`config.mk`:
```
export PLATFORM = sky130hd
export DESIGN_NAME = unaddr_txn_tracker
export DESIGN_NICKNAME = d
export VERILOG_FILES = /design/src/rtl/uit_pkg.sv /design/src/rtl/uit_id_gen.sv /design/src/rtl/uit_table.sv /design/src/rtl/uit_health.sv /design/src/rtl/uit_resp.sv /design/src/rtl/unaddr_txn_tracker.sv
export SDC_FILE = /design/constraint.sdc
export NUM_CORES = 1
export LEC_CHECK = 0
export BUFFER_PORTS_ARGS = -buffer_cell sky130_fd_sc_hd__buf_2
export CORE_UTILIZATION = 58
export DETAILED_ROUTE_END_ITERATION = 8
export PLACE_DENSITY = 0.76
export SYNTH_ARGS = -nofsm -noshare
export SYNTH_HDL_FRONTEND = slang
export SYNTH_SLANG_ARGS = --single-unit
```
`constraint.sdc`:
```
create_clock -name clk -period 10.05 [get_ports clk]
set_input_delay 1.005 -clock clk [delete_from_list [all_inputs] [get_ports clk]]
set_output_delay 1.005 -clock clk [all_outputs]
set_load 0.02 [all_outputs]
```
`src/rtl/uit_pkg.sv`:
```
package uit_pkg;
    typedef enum logic [1:0] {
        K_INVAL      = 2'd0,
        K_INVAL_SYNC = 2'd1,
        K_EXT_SYNC   = 2'd2,
        K_EXT_DONE   = 2'd3
    } uit_kind_e;

    typedef enum logic {
        HL_CLEAN = 1'b0,
        HL_FAULT = 1'b1
    } uit_health_e;

    typedef enum logic [1:0] {
        RSP_IDLE  = 2'd0,
        RSP_DONE  = 2'd1,
        RSP_STALE = 2'd2
    } uit_rsp_e;
endpackage

```
`src/rtl/uit_id_gen.sv`:
```
module uit_id_gen #(
    parameter logic [31:0] VERSION  = 32'h0000_0001,
    parameter int          OFS_BITS = 6
) (
    input  logic        clk,
    input  logic        rst_n,
    input  logic        advance,
    output logic [63:0] next_id
);
    localparam int CNT_W = 32 - OFS_BITS;

    logic [CNT_W-1:0] cnt_q;
    logic [CNT_W:0]   cnt_inc;
    logic [CNT_W-1:0] cnt_nxt;

    always_comb begin
        cnt_inc = {1'b0, cnt_q} + {{CNT_W{1'b0}}, 1'b1};
        // carry out means the shifted value left the low word: restart at zero
        cnt_nxt = cnt_inc[CNT_W] ? '0 : cnt_inc[CNT_W-1:0];
        next_id = {VERSION, cnt_nxt, {OFS_BITS{1'b0}}};
    end

    always_ff @(posedge clk) begin
        if (!rst_n)       cnt_q <= '0;
        else if (advance) cnt_q <= cnt_nxt;
    end
endmodule

```
`src/rtl/uit_table.sv`:
```
module uit_table #(
    parameter  int DEPTH = 8,
    parameter  int TAG_W = 8,
    localparam int IDX_W = $clog2(DEPTH)
) (
    input  logic             clk,
    input  logic             rst_n,
    input  logic             ins_en,
    input  logic [63:0]      ins_id,
    input  logic [1:0]       ins_kind,
    input  logic [TAG_W-1:0] ins_tag,
    input  logic [63:0]      lk_id,
    input  logic             ret_en,
    output logic             lk_hit,
    output logic [1:0]       lk_kind,
    output logic [TAG_W-1:0] lk_tag,
    output logic             ins_dup,
    output logic             full,
    output logic [DEPTH-1:0] vld_o
);
    logic [DEPTH-1:0] vld_q;
    logic [63:0]      id_q   [DEPTH];
    logic [1:0]       kind_q [DEPTH];
    logic [TAG_W-1:0] tag_q  [DEPTH];

    logic [DEPTH-1:0] hit_vec;
    logic [DEPTH-1:0] dup_vec;
    logic [IDX_W-1:0] hit_idx;
    logic [IDX_W-1:0] free_idx;

    for (genvar g = 0; g < DEPTH; g++) begin : g_cmp
        assign hit_vec[g] = vld_q[g] && (id_q[g] == lk_id);
        assign dup_vec[g] = vld_q[g] && (id_q[g] == ins_id);
    end

    // lowest matching slot and lowest free slot
    always_comb begin
        hit_idx  = '0;
        free_idx = '0;
        for (int i = DEPTH - 1; i >= 0; i--) begin
            if (hit_vec[i]) hit_idx  = IDX_W'(i);
            if (!vld_q[i])  free_idx = IDX_W'(i);
        end
    end

    assign lk_hit  = |hit_vec;
    assign lk_kind = kind_q[hit_idx];
    assign lk_tag  = tag_q[hit_idx];
    assign ins_dup = |dup_vec;
    assign full    = &vld_q;
    assign vld_o   = vld_q;

    always_ff @(posedge clk) begin
        if (!rst_n) begin
            vld_q <= '0;
        end else begin
            for (int i = 0; i < DEPTH; i++) begin
                if (ret_en && lk_hit && (hit_idx == IDX_W'(i))) vld_q[i] <= 1'b0;
                if (ins_en && !full && (free_idx == IDX_W'(i))) vld_q[i] <= 1'b1;
            end
        end
    end

    always_ff @(posedge clk) begin
        for (int i = 0; i < DEPTH; i++) begin
            if (ins_en && !full && (free_idx == IDX_W'(i))) begin
                id_q[i]   <= ins_id;
                kind_q[i] <= ins_kind;
                tag_q[i]  <= ins_tag;
            end
        end
    end
endmodule

```
`src/rtl/uit_health.sv`:
```
module uit_health
    import uit_pkg::*;
(
    input  logic clk,
    input  logic rst_n,
    input  logic fault_evt,
    output logic err
);
    uit_health_e st_q, st_d;

    always_comb begin
        st_d = st_q;
        unique case (st_q)
            HL_CLEAN: if (fault_evt) st_d = HL_FAULT;
            HL_FAULT: st_d = HL_FAULT;
            default:  st_d = HL_CLEAN;
        endcase
    end

    always_ff @(posedge clk) begin
        if (!rst_n) st_q <= HL_CLEAN;
        else        st_q <= st_d;
    end

    always_comb begin
        err = 1'b0;
        unique case (st_q)
            HL_CLEAN: err = 1'b0;
            HL_FAULT: err = 1'b1;
            default:  err = 1'b0;
        endcase
    end
endmodule

```
`src/rtl/uit_resp.sv`:
```
module uit_resp
    import uit_pkg::*;
#(
    parameter int TAG_W = 8
) (
    input  logic             clk,
    input  logic             rst_n,
    input  logic             retire,
    input  logic [TAG_W-1:0] retire_tag,
    input  logic             notify,
    input  logic [63:0]      notify_id,
    output logic             done_valid,
    output logic [TAG_W-1:0] done_tag,
    output logic             stale_valid,
    output logic [63:0]      stale_id
);
    uit_rsp_e         st_q, st_d;
    logic [TAG_W-1:0] tag_q;
    logic [63:0]      sid_q;

    always_comb begin
        st_d = RSP_IDLE;
        unique case (1'b1)
            retire:  st_d = RSP_DONE;
            notify:  st_d = RSP_STALE;
            default: st_d = RSP_IDLE;
        endcase
    end

    always_ff @(posedge clk) begin
        if (!rst_n) st_q <= RSP_IDLE;
        else        st_q <= st_d;
    end

    always_ff @(posedge clk) begin
        if (retire) tag_q <= retire_tag;
        if (notify) sid_q <= notify_id;
    end

    always_comb begin
        done_valid  = 1'b0;
        stale_valid = 1'b0;
        unique case (st_q)
            RSP_IDLE:  ;
            RSP_DONE:  done_valid  = 1'b1;
            RSP_STALE: stale_valid = 1'b1;
            default:   ;
        endcase
        done_tag = tag_q;
        stale_id = sid_q;
    end
endmodule

```
`src/rtl/unaddr_txn_tracker.sv`:
```
module unaddr_txn_tracker
    import uit_pkg::*;
#(
    parameter logic [31:0] VERSION  = 32'h0000_0001,
    parameter int          OFS_BITS = 6,
    parameter int          DEPTH    = 8,
    parameter int          TAG_W    = 8
) (
    input  logic             clk,
    input  logic             rst_n,
    input  logic             iss_valid,
    input  logic [1:0]       iss_kind,
    input  logic [TAG_W-1:0] iss_tag,
    input  logic [63:0]      iss_ext_id,
    output logic             iss_ready,
    output logic [63:0]      iss_id,
    input  logic             cmp_valid,
    input  logic [1:0]       cmp_kind,
    input  logic [63:0]      cmp_id,
    output logic             done_valid,
    output logic [TAG_W-1:0] done_tag,
    output logic             stale_valid,
    output logic [63:0]      stale_id,
    output logic             err_flag,
    input  logic             addr_tbl_empty,
    output logic             seq_empty
);
    logic [63:0]      gen_id;
    logic             tbl_full, tbl_dup, tbl_hit;
    logic [1:0]       tbl_kind;
    logic [TAG_W-1:0] tbl_tag;
    logic [DEPTH-1:0] tbl_vld;
    logic             do_insert, do_retire, do_notify, do_fault;

    uit_kind_e ik, ck;
    assign ik = uit_kind_e'(iss_kind);
    assign ck = uit_kind_e'(cmp_kind);

    // issue decode
    always_comb begin
        iss_ready = 1'b0;
        iss_id    = gen_id;
        unique case (ik)
            K_INVAL, K_INVAL_SYNC: iss_ready = !tbl_full && !tbl_dup;
            K_EXT_SYNC:            iss_ready = 1'b0;
            K_EXT_DONE: begin
                iss_ready = 1'b1;
                iss_id    = iss_ext_id;
            end
            default:               iss_ready = 1'b0;
        endcase
        do_insert = iss_valid && iss_ready &&
                    ((ik == K_INVAL) || (ik == K_INVAL_SYNC));
    end

    // completion decode
    always_comb begin
        do_retire = 1'b0;
        do_notify = 1'b0;
        do_fault  = 1'b0;
        if (cmp_valid) begin
            unique case (ck)
                K_INVAL, K_INVAL_SYNC: begin
                    if (tbl_hit && (tbl_kind == cmp_kind)) do_retire = 1'b1;
                    else                                   do_fault  = 1'b1;
                end
                K_EXT_SYNC: do_notify = 1'b1;
                K_EXT_DONE: do_fault  = 1'b1;
                default:    do_fault  = 1'b1;
            endcase
        end
    end

    uit_id_gen #(.VERSION(VERSION), .OFS_BITS(OFS_BITS)) u_idgen (
        .clk     (clk),
        .rst_n   (rst_n),
        .advance (do_insert),
        .next_id (gen_id)
    );

    uit_table #(.DEPTH(DEPTH), .TAG_W(TAG_W)) u_table (
        .clk      (clk),
        .rst_n    (rst_n),
        .ins_en   (do_insert),
        .ins_id   (gen_id),
        .ins_kind (iss_kind),
        .ins_tag  (iss_tag),
        .lk_id    (cmp_id),
        .ret_en   (do_retire),
        .lk_hit   (tbl_hit),
        .lk_kind  (tbl_kind),
        .lk_tag   (tbl_tag),
        .ins_dup  (tbl_dup),
        .full     (tbl_full),
        .vld_o    (tbl_vld)
    );

    uit_resp #(.TAG_W(TAG_W)) u_resp (
        .clk         (clk),
        .rst_n       (rst_n),
        .retire      (do_retire),
        .retire_tag  (tbl_tag),
        .notify      (do_notify),
        .notify_id   (cmp_id),
        .done_valid  (done_valid),
        .done_tag    (done_tag),
        .stale_valid (stale_valid),
        .stale_id    (stale_id)
    );

    uit_health u_health (
        .clk       (clk),
        .rst_n     (rst_n),
        .fault_evt (do_fault),
        .err       (err_flag)
    );

    assign seq_empty = addr_tbl_empty && !(|tbl_vld);
endmodule

```
### Yosys cells after proc, flatten, opt, wreduce, memory -nomap -nowiden

Memory sizes are Yosys's and may differ from the RTL's. A register that Yosys moved wholly into a read port is not among the register bits.
Cells that the tools add are included.

* register bits: 101
* bits in writable memories: 288
* input bits: 145
* output and inout bits: 141
* word-level logic and storage cells: 266
* memories: 3

Memories
* u_table.id_q: words 8, width 26, read ports 8, clocked after memory_dff 0, write ports 1, RTL line uit_table.sv:22 `logic [63:0] id_q [DEPTH];`
* u_table.tag_q: words 8, width 8, read ports 1, clocked after memory_dff 1, write ports 1, RTL line uit_table.sv:24 `logic [TAG_W-1:0] tag_q [DEPTH];`
* u_table.kind_q: words 8, width 2, read ports 1, clocked after memory_dff 0, write ports 1, RTL line uit_table.sv:23 `logic [1:0] kind_q [DEPTH];`

* add/subtract/negate cells: 1
* eq/ne operators: 39
* mux-type cells: 128
* bitwise operators: 1
* reduce and logical (&&, ||, !) cells: 82

Operators with widths (count)
* $eq A64 B33 Y1: 8
* $eq A64 B64 Y1: 8
* $mux W26: 8
* $reduce_or A26 Y1: 7
* $mux W3: 37
* $reduce_or A8 Y1: 10
* $mux W64: 1
* $mux W1: 63
* $mux W8: 7
* $logic_and A1 B1 Y1: 39
* $add A26 B1 Y27 const B: 1
* $eq A3 B3 Y1 const B: 8
* $reduce_or A2 Y1: 9
* $reduce_bool A2 Y1: 8
* $mux W2: 7
* $eq A3 B2 Y1 const B: 4
* $eq A2 B2 Y1 const B: 5
* $reduce_and A8 Y1: 1
* $eq A2 B1 Y1 const B: 3
* $eq A3 B1 Y1 const B: 2
* $logic_not A3 Y1: 2
* $pmux W1 S2: 3
* $logic_not A2 Y1: 2
* $pmux W2 S2: 1
* other kinds (5): 7

### Logic depth before layout (Yosys ltp)

* depth in word-level cells: 22
* gate-level depth with buffers: 19
* mapped depth without buffers: 14

### Hierarchy

From an unflattened synthesis, not the netlist that was laid out.

* cells, all modules: 3315
* area total of the unflattened synthesis: 39048.7 um2

Modules (own cells, without submodules)
* uit_table: instances 1, cells an instance 2871, area an instance 33608.5 um2, sequential area each 17937.2 um2
* uit_resp: instances 1, cells an instance 78, area an instance 2229.6 um2, sequential area each 2202.1 um2
* uit_id_gen: instances 1, cells an instance 278, area an instance 2112.0 um2, sequential area each 520.5 um2
* unaddr_txn_tracker: instances 1, cells an instance 86, area an instance 1071.0 um2, sequential area each 0.0 um2
* uit_health: instances 1, cells an instance 2, area an instance 27.5 um2, sequential area each 20.0 um2

### Worst setup path before layout

Ideal clock, no wire load.

* path type: reg2reg
* start: register u_idgen.cnt_q[1]
* end: memory u_table.id_q[1][0] in the netlist's numbering (enable)
* library setup time: 519 ps
* data arrival time: 6402 ps
* data required time: 9531 ps
* slack: 3129 ps
* stages on the path, launching flop included: 15
* path buffers: 3
* period minus slack after synthesis: 6921 ps
* cell sequence: dfxtp_1 ha_1 buf_2 nand4_4 nor4_4 buf_2 nand3_1 nor3_1 a21oi_1 and4b_1 and4_1 a32oi_2 nand4_2 buf_2 nor4_1

* cells in the longest elaborated chain, start to end: 22
* elaborated cells between the ends (all ways): 70
* those cells by class: 1 x add/sub; 8 x eq/ne; 32 x mux; 29 x reduce/logical

RTL lines
* start: declaration: RTL line uit_id_gen.sv:12 `logic [CNT_W-1:0] cnt_q;`
* start signal: assignment: RTL line uit_id_gen.sv:25 `else if (advance) cnt_q <= cnt_nxt;`
* $add A26 B1 Y27 *: RTL line uit_id_gen.sv:17 `cnt_inc = {1'b0, cnt_q} + {{CNT_W{1'b0}}, 1'b1};`
* $mux W26 *: RTL line uit_id_gen.sv:19 `cnt_nxt = cnt_inc[CNT_W] ? '0 : cnt_inc[CNT_W-1:0];`
* $eq A64 B33 Y1: RTL line uit_table.sv:33 `assign dup_vec[g] = vld_q[g] && (id_q[g] == ins_id);`
* $logic_and A1 B1 Y1: RTL line uit_table.sv:33
* $reduce_or A8 Y1 *: RTL line uit_table.sv:49 `assign ins_dup = |dup_vec;`
* $logic_not A1 Y1 *: RTL line unaddr_txn_tracker.sv:44 `K_INVAL, K_INVAL_SYNC: iss_ready = !tbl_full && !tbl_dup;`
* $logic_and A1 B1 Y1 *: RTL line unaddr_txn_tracker.sv:44
* $pmux W1 S3 *: RTL line unaddr_txn_tracker.sv:43 `unique case (ik)`
* $logic_and A1 B1 Y1 * (2 in series): RTL line unaddr_txn_tracker.sv:52 `do_insert = iss_valid && iss_ready &&`
* $logic_and A1 B1 Y1 *: RTL line uit_table.sv:66 `if (ins_en && !full && (free_idx == IDX_W'(i))) begin`
* $logic_and A1 B1 Y1: RTL line uit_table.sv:66
* $mux W1: RTL line uit_table.sv:66
* $mux W1 (not written as such): RTL line uit_table.sv:67 `id_q[i] <= ins_id;`
* $reduce_or A26 Y1 (no source line)
* $mux W3 (no source line) / $mux W1 (equally long branches) (7 in series)
* end: declaration: RTL line uit_table.sv:22

Every way passes the cells marked *; elsewhere a longest branch is shown, timed or not.

### Worst setup path in the final report

* start: register u_idgen.cnt_q[0]
* end: output port iss_ready

* cells in the longest elaborated chain, start to end: 8
* elaborated cells between the ends (all ways): 22
* those cells by class: 1 x add/sub; 8 x eq/ne; 2 x mux; 11 x reduce/logical

RTL lines
* $add A26 B1 Y27 *: RTL line uit_id_gen.sv:17
* $mux W26 *: RTL line uit_id_gen.sv:19
* $eq A64 B33 Y1: RTL line uit_table.sv:33
* $logic_and A1 B1 Y1: RTL line uit_table.sv:33
* $reduce_or A8 Y1 *: RTL line uit_table.sv:49
* $logic_not A1 Y1 *: RTL line unaddr_txn_tracker.sv:44
* $logic_and A1 B1 Y1 *: RTL line unaddr_txn_tracker.sv:44
* $pmux W1 S3 *: RTL line unaddr_txn_tracker.sv:43
* end: declaration: RTL line unaddr_txn_tracker.sv:15 `output logic iss_ready,`

Marks and branches as above.

==> impl_metrics.json <==
{
  "irDropWorstVdd_v": 0.000132,
  "antenna_found_initial": 5,
  "reg2reg_to": "u_table.id_q[0][49]$_DFFE_PP_",
  "design.core.area_mm2": 0.0369,
  "drt_iter0_markers": 3481,
  "critical_path_class": "reg2out",
  "cts-buffers-inserted": 43,
  "cts_max_level": 2,
  "ys_seq_area_share_pct": 52.7,
  "syn_to_final_growth_pct": 15.8,
  "p_seq_share_pct": 47.8,
  "cts.clk_slew.worst_paths_ps": 60,
  "swShare_pct": 23.8,
  "path_delay_family": "simple AND/OR/NAND/NOR gates",
  "grt_first_pass_wirelength_um": 133000,
  "synth-simple-area-share_pct": 16.0,
  "worstSetupEndpointType": "output port",
  "gp_congestion": 1.07,
  "grt_pass1_vias": 18000,
  "finalCritPeriodShare_pct": 74.4,
  "synth.avg_cell_area_um2": 11.6,
  "synth_area_leaders": "edfxtp_1, xnor2_1, dfxtp_1, mux2i_1, nand4_1",
  "cp.required_ps": 9050,
  "fmax_ghz": 0.134,
  "ff2ff_path_depth": 14,
  "synth_top_family_by_area": "simple AND/OR/NAND/NOR gates",
  "die_x_um": 196,
  "grt.overflow.total": 0,
  "die-area_mm2": 0.0386,
  "tns_ps": 0,
  "p_clk_share_pct": 45.5,
  "synth_fp_nets": 2028,
  "clock-root-buffer": "clkbuf_16",
  "relSlewSlack_pct": 7.30,
  "clock_sinks": 397,
  "synth_compound_area_share_pct": 9.01,
  "hold_class": "reg2reg",
  "status": "completed",
  "critPathArrivalTime_ps": 6470,
  "yosysTopAreaCellShare_pct": 49.3,
  "drc": 0,
  "rsz0062_at_grt": "no",
  "rows": 70,
  "max_stage_delay_ps": 820,
  "dr_total_vias": 19200,
  "clock_latency_ps": 600,
  "period_minus_slack_ps": 7470,
  "yosys.area.top_type": "edfxtp_1",
  "synth_cell_types": 98,
  "yosysWarnings": 0,
  "postCtsResizedCells": 0,
  "io_buffers": 285,
  "stdcell_count": 2686,
  "cap_violations": 0,
  "slew_viol_final": 0,
  "setup_viol": 0,
  "total_power_w": 0.00380,
  "synth_most_common_cell": "edfxtp_1",
  "crit_path_frequent_cell": "buf_4",
  "holdWs_ps": 483,
  "p_per_area_mw_per_mm2": 150,
  "endpoint": "iss_ready",
  "finClkSkew_ps": 27.1,
  "fill_cells": 2659,
  "r2r_start": "u_idgen.cnt_q[0]$_SDFFE_PN0N_",
  "synth_edf_count": 360,
  "synth_xor_area_share_pct": 15.7,
  "cts-hold-fix-buffers": 0,
  "worstMarginPinSlew_ps": 1380,
  "cp.depth": 13,
  "crit_chain": "ha_1, and4_1, nand4_1, nor4_4, buf_4, a21o_1, o221ai_1, nor4bb_1, a32oi_2, o211ai_4, buf_4, o21ai_0, buf_2",
  "initial_core_util_pct": 59.4,
  "hold_viol": 0,
  "post_cts_buffers": 0,
  "cts_tree": "built",
  "totalWireLength_um": 97600,
  "r2r_setup_slack_ps": 2970,
  "synthMuxAreaShare_pct": 3.26,
  "cp-startpoint": "u_idgen.cnt_q[0]$_SDFFE_PN0N_",
  "synth_common_cells": "edfxtp_1, xnor2_1, nand2_1, nor2_1, nand4_1",
  "first_pass_iters": 8,
  "ys.flop_type": "edfxtp_1",
  "hpwlAfterDp_um": 70000,
  "cts.path.max_buffers": 3,
  "io_pins": 286,
  "synth_area_mm2": 0.0219,
  "fp.dieH_um": 196,
  "critical_path.max_fanout": 33,
  "nNetsFinal": 2287,
  "power.switching_w": 0.000905,
  "combPwrFrac_pct": 6.8,
  "async_reset_ff_share_pct": 0,
  "grt_usage_pct": 50.2,
  "total_leakage_power_nw": 8.80,
  "drive_gt1_share_pct": 22.3,
  "dp_cells": 2600,
  "startpoint_type": "register",
  "cp_slowest_cell": "nor4_4",
  "wire_per_inst_um": 36.3,
  "synth_seq_cells": 397,
  "syn_inst": 1882,
  "min_path_cells": 1,
  "grt_max_degree": 65,
  "critPathBufInv": 3,
  "intPower_w": 0.00290,
  "via_per_inst": 7.15,
  "ant_nets": 0,
  "synthAdderAreaFrac_pct": 0.0571
}
-- stage by stage --
| step | worst slack (ps) | area (µm²) | utilization (%) |
|---|---|---|---|
| 4_1_cts | 2820 | 25400 | 68.8 |
| 5_1_grt | 2480 | 25400 | 68.8 |
| 6_report | 2580 | 25400 | 68.8 |
| 2_1_floorplan | 3130 | 21900 | - |
| 3_5_place_dp | 3320 | 23800 | 64.7 |
| 3_3_place_gp | 3420 | 23800 | 64.7 |
-- layer usage --
layer / global-route usage [%] / up-vias / routed length (µm)
li1: - / 7578 / -
met1: 64.6 / 9055 / 33300
met2: 70.2 / 2112 / 39200
met3: 19.5 / 448 / 17200
met4: 33.0 / 0 / 7950
met5: 0 / - / 0
-- placed cells by master, fill, tap and decap left out, drive strengths merged, types with 9 or more instances in the layout --
| cell | instances |
|---|---|
| a2111oi | 10 |
| o22ai | 16 |
| clkinv | 17 |
| mux2 | 11 |
| clkbuf | 50 |
| nand3 | 59 |
| dfxtp | 37 |
| inv | 46 |
| o211ai | 14 |
| a21oi | 64 |
| xnor2 | 350 |
| nor3b | 9 |
| and3 | 50 |
| xor2 | 31 |
| nor4 | 55 |
| nor2 | 89 |
| o21ai | 67 |
| nand2 | 103 |
| buf | 326 |
| edfxtp | 360 |
| and2 | 13 |
| nor3 | 66 |
| mux2i | 59 |
| nand4 | 88 |
-- state kept, by name, indices dropped and copies added (netlist names) --
signal	count
u_resp.st_q	2
u_health.st_q	1
u_table.tag_q	64
u_resp.done_tag	8
u_table.vld_o	8
u_table.id_q	208
u_idgen.cnt_q	26
u_table.kind_q	16
u_resp.stale_id	64
-- how the worst min path moves through the flow --
stage / end / startpoint / slack, ps
final: u_health.st_q$_SDFF_PN0_ / u_health.st_q$_SDFF_PN0_ / 480
after global routing: u_health.st_q$_SDFF_PN0_ / u_health.st_q$_SDFF_PN0_ / 520
after CTS: u_health.st_q$_SDFF_PN0_ / u_health.st_q$_SDFF_PN0_ / 490
after detailed placement: u_health.st_q$_SDFF_PN0_ / u_health.st_q$_SDFF_PN0_ / 470
after global placement: u_health.st_q$_SDFF_PN0_ / u_health.st_q$_SDFF_PN0_ / 450
after floorplan: u_idgen.cnt_q[21]$_SDFFE_PN0N_ / u_idgen.cnt_q[21]$_SDFFE_PN0N_ / 500
-- power by group through the flow --
| stage | Combinational (W) | Clock (W) | Sequential [W] |
|---|---|---|---|
| after floorplan | 0.000117 | 0 | 0.00186 |
| after global placement | 0.000240 | 0 | 0.00185 |
| after detailed placement | 0.000243 | 0 | 0.00185 |
| after CTS | 0.000246 | 0.00172 | 0.00181 |
| after global routing | 0.000261 | 0.00178 | 0.00182 |
| final | 0.000257 | 0.00173 | 0.00182 |
-- cell families after synthesis --
family | count (synthesis)
buf+inv | 154
simple gates | 593
flops | 397
xor+xnor | 384
mux | 70
fa+ha+maj | 1
compound gates | 283
-- layout make-up --
cell class | count | area (µm²) | area share [%]
inverter | 42 | 158 | 0.621
sequential | 397 | 11600 | 45.5
clock inverter | 30 | 399 | 1.57
clock buffer | 50 | 1110 | 4.38
multi-input combinational | 1331 | 9780 | 38.5
tap | 504 | 631 | 2.48
timing repair buffer | 326 | 1730 | 6.83
antenna | 6 | 15.0 | 0.0592
No activity file was read; power rests on OpenSTA's default activity.
